`config.mk`:
```
export PLATFORM = sky130hd
export DESIGN_NAME = spec_word_tracker
export DESIGN_NICKNAME = d
export VERILOG_FILES = /design/src/rtl/spec_trk_pkg.sv /design/src/rtl/spec_line_tag.sv /design/src/rtl/spec_word_cell.sv /design/src/rtl/spec_snoop_chk.sv /design/src/rtl/spec_word_tracker.sv
export SDC_FILE = /design/constraint.sdc
export NUM_CORES = 1
export LEC_CHECK = 0
export CAP_MARGIN = 20
export CORE_MARGIN = 8
export CORE_UTILIZATION = 35
export CTS_CLUSTER_DIAMETER = 50
export DETAILED_ROUTE_END_ITERATION = 16
export PLACE_DENSITY = 0.7
export SETUP_SLACK_MARGIN = 0.15
export SLEW_MARGIN = 30
export SYNTH_ARGS = -nofsm -noshare
export SYNTH_HDL_FRONTEND = slang
export SYNTH_SLANG_ARGS = --single-unit
```
`constraint.sdc`:
```
create_clock -name clk -period 4.05 [get_ports clk]
set_input_delay 1.215 -clock clk [delete_from_list [all_inputs] [get_ports clk]]
set_output_delay 1.215 -clock clk [all_outputs]
set_load 0.01 [all_outputs]
```
`src/rtl/spec_trk_pkg.sv`:
```
package spec_trk_pkg;

  typedef enum logic [1:0] {
    REL_SAME    = 2'b00,
    REL_WR_PRED = 2'b01,
    REL_WR_SUCC = 2'b10,
    REL_UNORD   = 2'b11
  } ord_rel_e;

  // a word must be fetched when neither flag covers it
  function automatic logic word_needs_fill(input logic wr_f, input logic xr_f);
    return !(wr_f || xr_f);
  endfunction

  // exposed flag is gained only by a read of a word not yet written
  function automatic logic xr_next(input logic xr_f, input logic wr_f,
                                   input logic sel, input logic is_rd);
    return xr_f || (sel && is_rd && !wr_f);
  endfunction

  // an older writer clobbering a word this version consumed early
  function automatic logic is_violation(input ord_rel_e rel, input logic xr_f);
    return (rel == REL_WR_PRED) && xr_f;
  endfunction

endpackage

```
`src/rtl/spec_line_tag.sv`:
```
module spec_line_tag #(
  parameter int EPOCH_W = 6
) (
  input  logic               clk,
  input  logic               rst_n,
  input  logic               acc_valid,
  input  logic [EPOCH_W-1:0] acc_epoch,
  input  logic               inv_valid,
  input  logic [EPOCH_W-1:0] inv_epoch,
  output logic               valid_q,
  output logic [EPOCH_W-1:0] tag_q,
  output logic               tag_hit,
  output logic               inv_hit,
  output logic               acc_go,
  output logic               clr_bits
);
  logic alloc;

  assign tag_hit  = valid_q && (tag_q == acc_epoch);
  assign inv_hit  = inv_valid && valid_q && (tag_q == inv_epoch);
  assign acc_go   = acc_valid && !inv_hit;
  assign alloc    = acc_go && !tag_hit;
  assign clr_bits = alloc || inv_hit;

  always_ff @(posedge clk) begin
    if (!rst_n) begin
      valid_q <= 1'b0;
      tag_q   <= '0;
    end else if (inv_hit) begin
      valid_q <= 1'b0;
    end else if (alloc) begin
      valid_q <= 1'b1;
      tag_q   <= acc_epoch;
    end
  end

  AST_INV_DROPS_LINE: assert property (@(posedge clk) disable iff (!rst_n)
    inv_hit |=> !valid_q);

  AST_ACCESS_OWNS_LINE: assert property (@(posedge clk) disable iff (!rst_n)
    acc_go |=> (valid_q && tag_q == $past(acc_epoch)));

endmodule

```
`src/rtl/spec_word_cell.sv`:
```
module spec_word_cell
  import spec_trk_pkg::*;
(
  input  logic clk,
  input  logic rst_n,
  input  logic clr,
  input  logic sel,
  input  logic is_wr,
  output logic wr_q,
  output logic xr_q
);
  logic base_w, base_x;

  assign base_w = clr ? 1'b0 : wr_q;
  assign base_x = clr ? 1'b0 : xr_q;

  always_ff @(posedge clk) begin
    if (!rst_n) begin
      wr_q <= 1'b0;
      xr_q <= 1'b0;
    end else begin
      wr_q <= base_w || (sel && is_wr);
      xr_q <= xr_next(base_x, base_w, sel, !is_wr);
    end
  end

  AST_WRITE_STICKS: assert property (@(posedge clk) disable iff (!rst_n)
    (sel && is_wr) |=> wr_q);

  AST_READ_AFTER_WRITE_KEEPS_XR: assert property (@(posedge clk) disable iff (!rst_n)
    (sel && !is_wr && !clr && wr_q) |=> (xr_q == $past(xr_q)));

endmodule

```
`src/rtl/spec_snoop_chk.sv`:
```
module spec_snoop_chk
  import spec_trk_pkg::*;
#(
  parameter int WORDS = 8,
  localparam int WIDX = $clog2(WORDS)
) (
  input  logic             clk,
  input  logic             rst_n,
  input  logic             line_ok,
  input  logic             snp_valid,
  input  logic [WIDX-1:0]  snp_word,
  input  logic [1:0]       snp_rel,
  input  logic [WORDS-1:0] xr_vec,
  output logic             viol
);
  ord_rel_e rel;

  assign rel  = ord_rel_e'(snp_rel);
  assign viol = snp_valid && line_ok && is_violation(rel, xr_vec[snp_word]);

  AST_NO_VIOL_ON_EMPTY: assert property (@(posedge clk) disable iff (!rst_n)
    !line_ok |-> !viol);

  AST_VIOL_NEEDS_OLDER_WRITER: assert property (@(posedge clk) disable iff (!rst_n)
    viol |-> (snp_rel == 2'b01));

endmodule

```
`src/rtl/spec_word_tracker.sv`:
```
module spec_word_tracker
  import spec_trk_pkg::*;
#(
  parameter int WORDS   = 8,
  parameter int EPOCH_W = 6,
  localparam int WIDX   = $clog2(WORDS)
) (
  input  logic               clk,
  input  logic               rst_n,
  input  logic               acc_valid,
  input  logic               acc_write,
  input  logic [WIDX-1:0]    acc_word,
  input  logic [EPOCH_W-1:0] acc_epoch,
  input  logic               inv_valid,
  input  logic [EPOCH_W-1:0] inv_epoch,
  input  logic               snp_valid,
  input  logic [WIDX-1:0]    snp_word,
  input  logic [1:0]         snp_rel,
  output logic               rd_exposed,
  output logic               dep_viol,
  output logic               line_valid,
  output logic [EPOCH_W-1:0] line_epoch
);
  logic             tag_hit, inv_hit, acc_go, clr_bits;
  logic [WORDS-1:0] wr_vec, xr_vec;

  spec_line_tag #(.EPOCH_W(EPOCH_W)) tag_i (
    .clk(clk), .rst_n(rst_n),
    .acc_valid(acc_valid), .acc_epoch(acc_epoch),
    .inv_valid(inv_valid), .inv_epoch(inv_epoch),
    .valid_q(line_valid), .tag_q(line_epoch),
    .tag_hit(tag_hit), .inv_hit(inv_hit),
    .acc_go(acc_go), .clr_bits(clr_bits)
  );

  for (genvar gi = 0; gi < WORDS; gi++) begin : g_word
    logic sel;
    assign sel = acc_go && (acc_word == WIDX'(gi));
    spec_word_cell cell_i (
      .clk(clk), .rst_n(rst_n),
      .clr(clr_bits), .sel(sel), .is_wr(acc_write),
      .wr_q(wr_vec[gi]), .xr_q(xr_vec[gi])
    );
  end

  assign rd_exposed = acc_valid && !acc_write &&
                      (!tag_hit || word_needs_fill(wr_vec[acc_word], xr_vec[acc_word]));

  spec_snoop_chk #(.WORDS(WORDS)) snp_i (
    .clk(clk), .rst_n(rst_n), .line_ok(line_valid),
    .snp_valid(snp_valid), .snp_word(snp_word), .snp_rel(snp_rel),
    .xr_vec(xr_vec), .viol(dep_viol)
  );

  AST_FOREIGN_READ_EXPOSED: assert property (@(posedge clk) disable iff (!rst_n)
    (acc_valid && !acc_write && !(line_valid && line_epoch == acc_epoch)) |-> rd_exposed);

  AST_EXPOSED_READ_MARKS: assert property (@(posedge clk) disable iff (!rst_n)
    (rd_exposed && !inv_hit) |=> xr_vec[$past(acc_word)]);

  AST_IDLE_QUIET: assert property (@(posedge clk) disable iff (!rst_n)
    (!acc_valid && !snp_valid) |-> (!rd_exposed && !dep_viol));

endmodule

```
==> results.txt <==
Remaining Overflow, GRT: 0
DR DRC count: 0
Worst VDD drop: 0.000111 V
Synth Area in XOR/XNOR: 8.28%
WL/cell: 15.5 microns
H-tree levels: 1
fraction of layout cells with a size suffix above 1: 13.8%
fin util: 48.5%
area of the die: 5810 sq um
Worst Tran Pin Value: 0.674 ns
Critical Path RT: 2.83 ns
FF+latch count, synth: 23
CP endpoint kind: primary output
critical-path cell list: clkdlybuf4s50_1, xnor2_1, nand4_1, nor4_4, a21oi_1, clkbuf_2
Clock transition at path regs: 0.13 ns
CTS tree: built
Die H: 76.2 microns
worst-path fanout max: 2
EDFF count, synth: 0
Tmin final: 3.80 ns
simple-gate share of the synthesized area: 19.8%
mux contribution to synthesized area: 9.06%
diodes inserted: 0
Top Ports: 35
Final Hold Viols: 0
nets: 201
first-pass GRT wire length: 5750 microns
Post-Syn Nets: 160
setup bufs post-CTS: 0
Async SR Flop Fraction: 0%
Post-DP HPWL: 2750 microns
largest family of logic cells by synthesized area: compound AO/OA/AOI/OAI gates
CP arrival: 2.58 ns
crit path kind: input port to primary output
CP top delay family: buffers and inverters
TritonRoute pass-1 iters: 5
GR Util All Layers: 11.9%
Hold Path Class: register to register
Hold-fix buffers, CTS: 0
Clock Tree Buf Depth: 2
post-synth cell types: 36
Max transition margin: 54.9%
initial antenna violation count: 0
P_leak: 0.728 nW
crit share post-route: 93.8%
WL final: 3440 microns
Initial Utilization: 35.5%
# setup viols final: 0
Cell Count, Final, Fillers Out: 222
complex-gate fraction of the synthesized area: 22.2%
critical path startpoint category: input port
Syn Area/Cell: 9.48 sq um
Root Buffer: clkbuf_4
antenna-violating nets left: 0
top-count cell post-synth: dfxtp_1
floorplan row count: 22
vias per inst: 5.21
Synth top cells by count: dfxtp_1, nand2_1, a21o_1, nor2_1
Core Footprint: 3580 sq um
RSZ-0062 raised after global routing: no
Buf/Inv on CP: 2
power consumption: 0.460 mW
adder-cell share of the synthesized area: 0%
GPL Wtd Cong: 0.919
Mapped Area: 1270 sq um
DR vias: 1157
Slew Limit Fails: 0
Initial DRC Count: 99
yosys warns: 0
largest area contributor in the netlist: dfxtp_1
Max Freq: 263 MHz
worst skew pair latency: 0.33 ns
placed cells: 218
largest cells by area after synthesis: dfxtp_1, nand2_1, mux2i_1
Horiz. Die Dim: 76.2 microns
Max-Cap Viols: 0
Synth top area share: 36.3%
# port buffers: 34
pin count of the biggest net entering global routing: 17
Seq/Total Area, Yosys: 36.3%
Max stage delay on crit path: 0.50 ns
Mapped Cells: 134
power per cell area: 265 nW/um^2
cts bufs inserted: 3
Synth Flop Type: dfxtp_1
CP max-delay cell: clkdlybuf4s50_1
vias in the first global route: 1226
outcome: completed
CTS Sinks: 23
clock skew: 0.00622 ns
Syn-to-layout area delta: 36.6%
## path summary, 6_finish.rpt
path	depth (start not counted)	to	start	slack, ns
setup / recovery	6	rd_exposed	acc_epoch[3]	0.25
hold / removal	1	g_word[0].cell_i.wr_q	g_word[0].cell_i.wr_q	0.50
setup reg to reg	7	g_word[6].cell_i.wr_q	tag_i.tag_q[3]	1.86
hold reg to reg	1	g_word[0].cell_i.wr_q	g_word[0].cell_i.wr_q	0.50
## final cells by class
type / count / area, sq um
tap: 48 / 60.1
multi-input combinational: 102 / 773
timing repair buffer: 43 / 405
inverter: 2 / 7.51
sequential: 23 / 460
clock inverter: 1 / 5.00
fill: 344 / 1840
clock buffer: 3 / 22.5
## layout by cell type (no fill, tap or decap), drive strengths merged, types with 2 or more instances in the layout
master,netlist,layout
nor2,9,9
mux2i,7,7
mux4,2,2
nand3,2,2
a21oi,5,5
buf,3,9
a22o,4,4
a21o,8,8
dlygate4sd2,0,2
xor2,6,6
inv,2,2
a2111oi,4,4
dlymetal6s2s,0,2
a211oi,7,7
nor3b,2,2
clkbuf,4,4
dfxtp,23,23
clkdlybuf4s50,0,29
o2bb2ai,4,4
nand2,19,19
nor3,4,4
xnor2,6,6
## worst reg2reg max path, cell delays in order (launching register included)
cell and delay (ns):
dfxtp_1 0.44, xnor2_1 0.16, nand4_1 0.21, buf_4 0.21, o41ai_4 0.19, buf_4 0.20, and3b_1 0.51, a22o_1 0.23
## cells by family after synthesis
group | after synthesis
simple gates | 47
compound gates | 34
flops | 23
xor+xnor | 12
mux | 9
buf+inv | 9
## metrics by stage
| stage | instance area, sq um | hold WS [ns] | worst slack [ns] | TNS, ns |
|---|---|---|---|---|
| after global routing | 1730 | 0.528 | 0.174 | 0 |
| after floorplan | 1270 | 0.445 | 0.711 | 0 |
| after CTS | 1720 | 0.499 | 0.0620 | 0 |
| final | 1730 | 0.497 | 0.253 | 0 |
| after global placement | 1690 | 0.466 | -0.174 | -0.339 |
| after detailed placement | 1690 | 0.473 | -0.232 | -0.415 |
## metal layers
metal,vias up,GRT usage [%],wire (microns)
li1,576,-,-
met2,22,21.9,1800
met3,7,1.30,98
met5,-,0,0
met4,0,6.54,97
met1,552,12.9,1450
## sequential cells by signal, indices dropped and copies added, names as in the netlist
name and flops:
tag_i.valid_q 1, g_word.cell_i.xr_q 8, tag_i.tag_q 6, g_word.cell_i.wr_q 8
## power by group
part | leakage (nW) | internal, mW | switching [mW] | total [mW]
sequential | 0.187 | 0.233 | 0.00838 | 0.242
clock | 0.0177 | 0.0372 | 0.0765 | 0.114
combinational | 0.523 | 0.0583 | 0.0466 | 0.105
total | 0.728 | 0.329 | 0.131 | 0.460
## what timing repair did
item,CTS,global route
resized for setup,4,6
gates cloned,0,0
setup endpoints to repair,2,1
(Power assumes the default switching activity.)
